File: config.mk
export PLATFORM = sky130hd
export DESIGN_NAME = exc_prio_resolver
export DESIGN_NICKNAME = d
export VERILOG_FILES = /design/src/rtl/exc_prio_pkg.sv /design/src/rtl/exc_slot_tracker.sv /design/src/rtl/exc_req_gather.sv /design/src/rtl/exc_prio_pick.sv /design/src/rtl/exc_prio_resolver.sv
export SDC_FILE = /design/constraint.sdc
export NUM_CORES = 1
export LEC_CHECK = 0
export ABC_AREA = 1
export CAP_MARGIN = 20
export CELL_PAD_IN_SITES_DETAIL_PLACEMENT = 1
export CELL_PAD_IN_SITES_GLOBAL_PLACEMENT = 1
export CORE_MARGIN = 3
export CORE_UTILIZATION = 30
export CTS_CLUSTER_SIZE = 12
export DETAILED_ROUTE_END_ITERATION = 8
export PLACE_DENSITY_LB_ADDON = 0.25
export SLEW_MARGIN = 20
export SYNTH_ARGS = -nofsm -noshare
export SYNTH_HDL_FRONTEND = slang
export SYNTH_HIERARCHICAL = 1
export SYNTH_SLANG_ARGS = --single-unit
File: constraint.sdc
create_clock -name clk -period 1.7 [get_ports clk]
set_input_delay 0.34 -clock clk [delete_from_list [all_inputs] [get_ports clk]]
set_output_delay 0.34 -clock clk [all_outputs]
set_load 0.03 [all_outputs]
File: src/rtl/exc_prio_pkg.sv
package exc_prio_pkg;

    // Number of distinct exception causes and width of the encoded cause.
    localparam int unsigned SRC_N  = 13;
    localparam int unsigned CODE_W = 4;

    // Source indices in descending priority order (index 0 highest).
    localparam int unsigned IX_POR    = 0;
    localparam int unsigned IX_MRST   = 1;
    localparam int unsigned IX_CPU_AE = 2;
    localparam int unsigned IX_DMA_AE = 3;
    localparam int unsigned IX_FPU    = 4;
    localparam int unsigned IX_NMI    = 5;
    localparam int unsigned IX_BRK    = 6;
    localparam int unsigned IX_DBG    = 7;
    localparam int unsigned IX_IRQ    = 8;
    localparam int unsigned IX_PERIPH = 9;
    localparam int unsigned IX_TRAP   = 10;
    localparam int unsigned IX_ILL    = 11;
    localparam int unsigned IX_SLOT   = 12;

    typedef logic [SRC_N-1:0] src_vec_t;

    typedef enum logic [CODE_W-1:0] {
        EXC_NONE   = 4'd0,
        EXC_POR    = 4'd1,
        EXC_MRST   = 4'd2,
        EXC_CPU_AE = 4'd3,
        EXC_DMA_AE = 4'd4,
        EXC_FPU    = 4'd5,
        EXC_NMI    = 4'd6,
        EXC_BRK    = 4'd7,
        EXC_DBG    = 4'd8,
        EXC_IRQ    = 4'd9,
        EXC_PERIPH = 4'd10,
        EXC_TRAP   = 4'd11,
        EXC_ILL    = 4'd12,
        EXC_SLOT   = 4'd13
    } exc_code_e;

    // Requests that are not tied to the instruction stream.
    typedef struct packed {
        logic por;
        logic mrst;
        logic cpu_ae;
        logic dma_ae;
        logic fpu;
        logic nmi;
        logic brk;
        logic dbg;
        logic irq;
        logic periph;
    } async_req_t;

    // Outcome of one arbitration round.
    typedef struct packed {
        logic      taken;
        src_vec_t  onehot;
        exc_code_e code;
    } pick_t;

    // Bits that bypass the acknowledge-pending gate.
    localparam src_vec_t RESET_BITS = src_vec_t'((1 << IX_POR) | (1 << IX_MRST));

    // Encode a one-hot vector into its cause code (index + 1).
    function automatic exc_code_e code_of(input src_vec_t oh);
        exc_code_e c;
        c = EXC_NONE;
        for (int i = 0; i < int'(SRC_N); i++) begin
            if (oh[i]) c = exc_code_e'(CODE_W'(i + 1));
        end
        return c;
    endfunction

endpackage

File: src/rtl/exc_slot_tracker.sv
module exc_slot_tracker (
    input  logic clk,
    input  logic rst,
    input  logic instr_valid,
    input  logic pc_write_op,
    input  logic taken,
    output logic slot_flag
);

    logic flag_q;

    // An accepted exception flushes the history; otherwise valid
    // instructions load it and bubbles hold it.
    always_ff @(posedge clk) begin
        if (rst) begin
            flag_q <= 1'b0;
        end else if (taken) begin
            flag_q <= 1'b0;
        end else if (instr_valid) begin
            flag_q <= pc_write_op;
        end
    end

    assign slot_flag = flag_q;

    // bubbles without an exception keep the history
    assert_flag_hold_R6: assert property (@(posedge clk) disable iff (rst)
        (!instr_valid && !taken) |=> $stable(slot_flag));

    // an accepted exception leaves the history cleared
    assert_flag_flush_R7: assert property (@(posedge clk) disable iff (rst)
        taken |=> !slot_flag);

endmodule

File: src/rtl/exc_req_gather.sv
module exc_req_gather
    import exc_prio_pkg::*;
(
    input  async_req_t areq,
    input  logic       instr_valid,
    input  logic       trap_op,
    input  logic       undef_op,
    input  logic       slot_flag,
    input  logic       busy,
    output src_vec_t   req
);

    src_vec_t raw;
    logic     undef_hit;
    logic     trap_hit;

    // Instruction-borne faults count only when decode holds a valid word.
    assign undef_hit = instr_valid & undef_op;
    assign trap_hit  = instr_valid & trap_op;

    always_comb begin
        raw            = '0;
        raw[IX_POR]    = areq.por;
        raw[IX_MRST]   = areq.mrst;
        raw[IX_CPU_AE] = areq.cpu_ae;
        raw[IX_DMA_AE] = areq.dma_ae;
        raw[IX_FPU]    = areq.fpu;
        raw[IX_NMI]    = areq.nmi;
        raw[IX_BRK]    = areq.brk;
        raw[IX_DBG]    = areq.dbg;
        raw[IX_IRQ]    = areq.irq;
        raw[IX_PERIPH] = areq.periph;
        raw[IX_TRAP]   = trap_hit;
        // Split the undefined opcode by the slot history.
        raw[IX_ILL]    = undef_hit & ~slot_flag;
        raw[IX_SLOT]   = undef_hit &  slot_flag;
    end

    // While waiting for acknowledge only the reset kinds pass.
    assign req = busy ? (raw & RESET_BITS) : raw;

    // an undefined opcode never raises both illegal kinds at once
    always_comb begin
        assert_ill_split_R5: assert (!(raw[IX_ILL] && raw[IX_SLOT]));
    end

endmodule

File: src/rtl/exc_prio_pick.sv
module exc_prio_pick
    import exc_prio_pkg::*;
(
    input  src_vec_t req,
    output pick_t    pick
);

    // seen[i] is set when any source above index i requests.
    src_vec_t seen;
    src_vec_t win;

    assign seen[0] = 1'b0;

    genvar gi;
    generate
        for (gi = 0; gi < int'(SRC_N); gi++) begin : g_chain
            assign win[gi] = req[gi] & ~seen[gi];
            if (gi + 1 < int'(SRC_N)) begin : g_next
                assign seen[gi+1] = seen[gi] | req[gi];
            end
        end
    endgenerate

    always_comb begin
        pick.taken  = |req;
        pick.onehot = win;
        pick.code   = code_of(win);
    end

    // exactly one winner whenever something requests
    always_comb begin
        assert_single_winner_R3: assert ((|req) ? $onehot(win) : (win == '0));
    end

endmodule

File: src/rtl/exc_prio_resolver.sv
module exc_prio_resolver
    import exc_prio_pkg::*;
(
    input  logic                clk,
    input  logic                rst,
    input  logic                por_req,
    input  logic                mrst_req,
    input  logic                cpu_adr_err,
    input  logic                dma_adr_err,
    input  logic                fpu_exc,
    input  logic                nmi_req,
    input  logic                brk_req,
    input  logic                dbg_req,
    input  logic                irq_req,
    input  logic                periph_req,
    input  logic                instr_valid,
    input  logic                trap_op,
    input  logic                undef_op,
    input  logic                pc_write_op,
    input  logic                ack,
    output logic [SRC_N-1:0]    grant,
    output logic [CODE_W-1:0]   cause,
    output logic                busy
);

    async_req_t areq;
    src_vec_t   req;
    pick_t      pick;
    logic       slot_flag;
    logic       busy_q;
    src_vec_t   grant_q;
    exc_code_e  cause_q;

    always_comb begin
        areq.por    = por_req;
        areq.mrst   = mrst_req;
        areq.cpu_ae = cpu_adr_err;
        areq.dma_ae = dma_adr_err;
        areq.fpu    = fpu_exc;
        areq.nmi    = nmi_req;
        areq.brk    = brk_req;
        areq.dbg    = dbg_req;
        areq.irq    = irq_req;
        areq.periph = periph_req;
    end

    exc_slot_tracker u_track (
        .clk         (clk),
        .rst         (rst),
        .instr_valid (instr_valid),
        .pc_write_op (pc_write_op),
        .taken       (pick.taken),
        .slot_flag   (slot_flag)
    );

    exc_req_gather u_gather (
        .areq        (areq),
        .instr_valid (instr_valid),
        .trap_op     (trap_op),
        .undef_op    (undef_op),
        .slot_flag   (slot_flag),
        .busy        (busy_q),
        .req         (req)
    );

    exc_prio_pick u_pick (
        .req  (req),
        .pick (pick)
    );

    // Registered report and acknowledge-pending flag.
    always_ff @(posedge clk) begin
        if (rst) begin
            grant_q <= '0;
            cause_q <= EXC_NONE;
            busy_q  <= 1'b0;
        end else begin
            grant_q <= pick.onehot;
            cause_q <= pick.code;
            if (pick.taken) begin
                busy_q <= 1'b1;
            end else if (ack) begin
                busy_q <= 1'b0;
            end
        end
    end

    assign grant = grant_q;
    assign cause = cause_q;
    assign busy  = busy_q;

    // grant and cause always agree
    assert_grant_code_R2: assert property (@(posedge clk) disable iff (rst)
        (cause != 4'd0) |-> (grant == (SRC_N'(1) << (cause - 4'd1))));

    assert_grant_idle_R2: assert property (@(posedge clk) disable iff (rst)
        (cause == 4'd0) |-> (grant == '0));

    // a report sets the pending flag
    assert_report_sets_busy_R8: assert property (@(posedge clk) disable iff (rst)
        (grant != '0) |-> busy);

    // nothing but resets gets through while pending
    assert_busy_blocks_R8: assert property (@(posedge clk) disable iff (rst)
        (busy && !por_req && !mrst_req) |=> (cause == 4'd0));

    // acknowledge releases the pending flag
    assert_ack_clears_R9: assert property (@(posedge clk) disable iff (rst)
        (busy && ack && !por_req && !mrst_req) |=> !busy);

    // power-on reset request is always honoured
    assert_por_wins_R10: assert property (@(posedge clk) disable iff (rst)
        por_req |=> (cause == 4'd1));

endmodule

Word-level counts from Yosys, hierarchy flattened
Index checks and enable logic that the tools add are counted.
{ "word_totals": {"out_inout_bits": 18, "ff_bits": 19} }
{ "op_classes": {"bitwise": 40, "n_reduce_logical": 4, "muxes": 16} }
{ "ops": {"columns": ["op", "count"], "rows": [
  ["two-way mux 4 bit", 12],
  ["AND 1 bit", 16],
  ["OR reduction 14 bit", 1],
  ["two-way mux 13 bit", 1],
  ["inverter 1 bit", 13],
  ["OR reduction 13 bit", 1],
  ["bitwise OR 1 bit", 11],
  ["two-way mux 1 bit", 3],
  ["OR reduction 3 bit", 1],
  ["nonzero test 2 bit", 1]
]} }

Depth between registers and ports, before layout
Gate-level depths: netlist of run 1.
{ "logic_depth": {"depth_word": 17, "mapped_depth": 11, "mapped_depth_nobuf": 11} }

Hierarchy
Netlist of run 1, hierarchy kept.
{ "modules_own_cells": {"columns": ["mod", "cells_per_inst", "seq_area_each_um2", "area_each_um2", "instances"], "rows": [
  ["exc_prio_resolver", 58, 360.3, 530.5, 1],
  ["exc_prio_pick", 52, 0.0, 321.6, 1],
  ["exc_req_gather", 28, 0.0, 120.1, 1],
  ["exc_slot_tracker", 7, 20.0, 45.0, 1]
]} }

Worst setup path before layout of run 1
No wires, ideal clock.
{ "synth_timing": {"path_type": "register to register", "start": "register busy_q (netlist: busy)", "end": "register u_track.flag_q (netlist: u_track/slot_flag)", "period_less_slack_ps": 1522, "path_stages_with_launch": 10, "arrival_ps": 1460, "setup_slack_ps": 178, "path_cell_list": "dfxtp_1 buf_6 nor2_1 nor2_1 nand2_4 nor2_8 nand3_1 nor2_1 nand2_1 nor2_2"} }
{ "synth_between": {"elab_chain_len": 2} }
{ "synth_lines": {"columns": ["item", "line", "rtl"], "rows": [
  ["from (decl)", "exc_prio_resolver.sv:30", "logic busy_q;"],
  ["from (signal assigned)", "exc_prio_resolver.sv:76", "busy_q <= 1'b0;"],
  ["from (signal assigned)", "exc_prio_resolver.sv:81", "busy_q <= 1'b1;"],
  ["from (signal assigned)", "exc_prio_resolver.sv:83", "busy_q <= 1'b0;"],
  ["two-way mux 13 bit", "exc_req_gather.sv:40", "assign req = busy ? (raw & RESET_BITS) : raw;"],
  ["net req[5]", "exc_prio_resolver.sv:27", "src_vec_t req;"],
  ["OR reduction 14 bit (no source line)", null, null],
  ["to (signal assigned)", "exc_slot_tracker.sv:20", "flag_q <= pc_write_op;"],
  ["to (decl)", "exc_slot_tracker.sv:10", "logic flag_q;"]
]} }
The timed path passes the listed nets, and every way through them passes these cells.
A chain may end at the register's enable or synchronous reset.

Final worst setup path of run 1
{ "layout_timing": {"start": "register grant_q[12] (netlist: grant[12])", "end": "output grant[12]"} }
{ "layout_rtl": {"columns": ["item", "line", "rtl"], "rows": [
  ["from (decl)", "exc_prio_resolver.sv:31", "src_vec_t grant_q;"],
  ["from (signal assigned)", "exc_prio_resolver.sv:78", "grant_q <= pick.onehot;"],
  ["to (decl)", "exc_prio_resolver.sv:21", "output logic [SRC_N-1:0] grant,"]
]} }
No word-level cell between the ends.

==> metrics.cfg, run 1 <==
[power]
net-switching-power_mw=0.256
p_comb_share_pct=22.5
seqPwrFrac_pct=51.4
internal-power_mw=0.636
power_density_nw_per_um2=593
switching_share_pct=28.7
vdd_drop_max_mv=0.230
p_total_mw=0.892
power.share.clock_pct=26.1
p_leak_nw=0.789

[setup_path]
path_buf_inv=1
crit_fanout=1
path_class=reg -> out
arrival_ns=1.28
r2r_setup_slack_ns=0.16
cpLargestDelayFamily=buffers and inverters
slowest_delay_ns=0.66
path_cells=clkdlybuf4s50_1
crit_slowest_cell=clkdlybuf4s50_1
required_ns=1.36
cp-start-kind=flip-flop
worstSetupEndpointType=primary output

[drt]
dr_total_vias=978
ant_nets=0
routed_wl_mm=2.51
wire_per_inst_um=10.7
drtIter0Drc=20
drcViolationCount=0
via_per_inst=4.16
drt-pass1-iter-count=4

[floorplan]
die_x_um=64.2
core_sq_um=3150
ios=35
die-area_sq_um=4130
rows=20
die_y_um=64.2
initial_utilization_pct=32.3

[timing]
hold_viol_final=0
fin_skew_ns=0.00739
finalSetupViolCount=0
drv_slew=0
fmax_mhz=615
final.min_clock_period_ns=1.62
slew_headroom_pct=73.5
rsz0062_at_grt=false
fin_ws_ns=0.0751
worstMarginPinSlew_ns=0.396
finalCritPeriodShare_pct=95.6

[synthesis]
synth.area.top_cells=dfxtp_1 (37%), inv_1 (14%), nor2_1 (14%)
yosys-top-cells-count=inv_1 (38), nor2_1 (38), dfxtp_1 (19)
synth-xor-area-share_pct=0
synth_warnings=6
synth_top_family_by_area=simple AND/OR/NAND/NOR gates
synthMuxAreaShare_pct=0
synth-async-reset-ratio_pct=0
synth_seq_area_share_pct=37.4
ys.flop_type=dfxtp_1
synth_adder_area_share_pct=0
synth_compound_area_share_pct=5.04
synth_cell_types=24
synth_nets=162
ys_ff_latch=19
yosys.area.top_type_share_pct=37.4
postSynthCellCount=145
syn_area_sq_um=1020
yosys.area.top_type=dfxtp_1
synthSimpleGateAreaFrac_pct=36.9
synth_edf_count=0
synth.avg_cell_area_sq_um=7.02

[flow_run]
maxCapViolCount=0

[layout]
stdcell_count=235
drive_above_1_share_pct=16.2
post-route-util_pct=47.7
antennaDiodeCount=0
syn_to_final_growth_pct=47.7
fin_nets=209
fillers=430

[clock_network]
htreeDepth=1
cts_tree=built
root_buffer=clkbuf_4
cts_buffers=3
cts.clk_slew.worst_paths_ns=0.12
worstSkewPairLatency_ns=0.30
cts_sinks=19
cts_setup_buffers=0
cts_buffer_depth=2

[placed_design]
placed_cells=231
dpl.hpwl_mm=2.12
place_ws_ns=-0.161
place.gp.congestion=0.874
io_buffers=34

[grt]
grt_first_pass_wirelength_mm=4.42
grt.total_usage_pct=13.1
first_global_vias=1054
grt_overflow_total=0
grt_max_degree=20
antenna_found_initial=0

[min_path]
hold_class=reg -> reg

[status]
status=complete, no violations

metrics by stage:
step / TNS (ns) / hold slack (ns) / cell area (sq um)
floorplan: 0 / 0.477 / 1020
global placement: -0.299 / 0.497 / 1460
detailed placement: -0.802 / 0.508 / 1460
CTS: 0 / 0.540 / 1490
global route: 0 / 0.573 / 1500
finish: 0 / 0.533 / 1500
area by class of cell:
cell class	instances	area, sq um	area share [%]
Clock buffer	3	22.5	1.50
Clock inverter	1	7.51	0.500
Inverter	40	150	9.99
Multi-Input combinational cell	80	427	28.4
Sequential cell	19	380	25.3
Tap cell	44	55.1	3.66
Timing Repair Buffer	48	460	30.6
cell families after synthesis:
logic type | after synthesis
compound gates | 8
buf+inv | 46
flops | 19
simple gates | 72
layer usage:
metal,vias up,GRT usage (%),part of all wire (%)
met4,0,2.90,0.60
met3,2,3.34,6.1
met5,-,0,0
li1,511,-,-
met1,440,14.7,41
met2,25,24.5,52
power by group through the flow:
stage / registers, mW / logic, mW / clock network [mW]
after floorplan: 0.490 / 0.0977 / 0
after global placement: 0.468 / 0.195 / 0
after global routing: 0.460 / 0.219 / 0.278
final: 0.458 / 0.201 / 0.233
after detailed placement: 0.469 / 0.202 / 0
after CTS: 0.459 / 0.203 / 0.244
repair_timing:
| item | CTS | global route |
|---|---|---|
| endpoints found under the setup margin | 0 | 6 |
| resized for setup | 0 | 6 |
| hold buffers | 0 | 0 |
cells in the final DEF, fill, tap and decap left out, types with 2 or more instances in the layout:
cell type        count
nor2_4               2
nor3_1               5
nand3_1              2
dfxtp_1             19
nor2_2               2
a21oi_1              3
inv_1               38
clkdlybuf4s50_1     28
dlymetal6s2s_1       6
buf_4               14
clkbuf_4             3
nor2_1              38
nand2_1             12
and3_1               3
nand2_4              3
o211ai_1             3
worst paths after layout:
kind / start / to / cells after the start
setup / recovery: grant[12] / grant[12] / 1
hold / removal: u_track/slot_flag / u_track/slot_flag / 2
setup reg to reg: busy / cause[0] / 11
hold reg to reg: u_track/slot_flag / u_track/slot_flag / 2
registers in the layout, summed over array words and instances (netlist names):
signal             cells
grant                 13
cause                  4
busy                   1
u_track/slot_flag      1
(Power assumes the default switching activity.)
==> run 2: changes to the inputs <==
--- a/config.mk
+++ b/config.mk
@@ -11,7 +11,7 @@
 export CELL_PAD_IN_SITES_GLOBAL_PLACEMENT = 1
 export CORE_MARGIN = 3
 export CORE_UTILIZATION = 30
-export CTS_CLUSTER_SIZE = 12
+export CTS_CLUSTER_SIZE = 14
 export DETAILED_ROUTE_END_ITERATION = 8
 export PLACE_DENSITY_LB_ADDON = 0.25
 export SLEW_MARGIN = 20
==> results of run 2 <==
No change in the layout: final DEF, timing and power equal those of run 1.
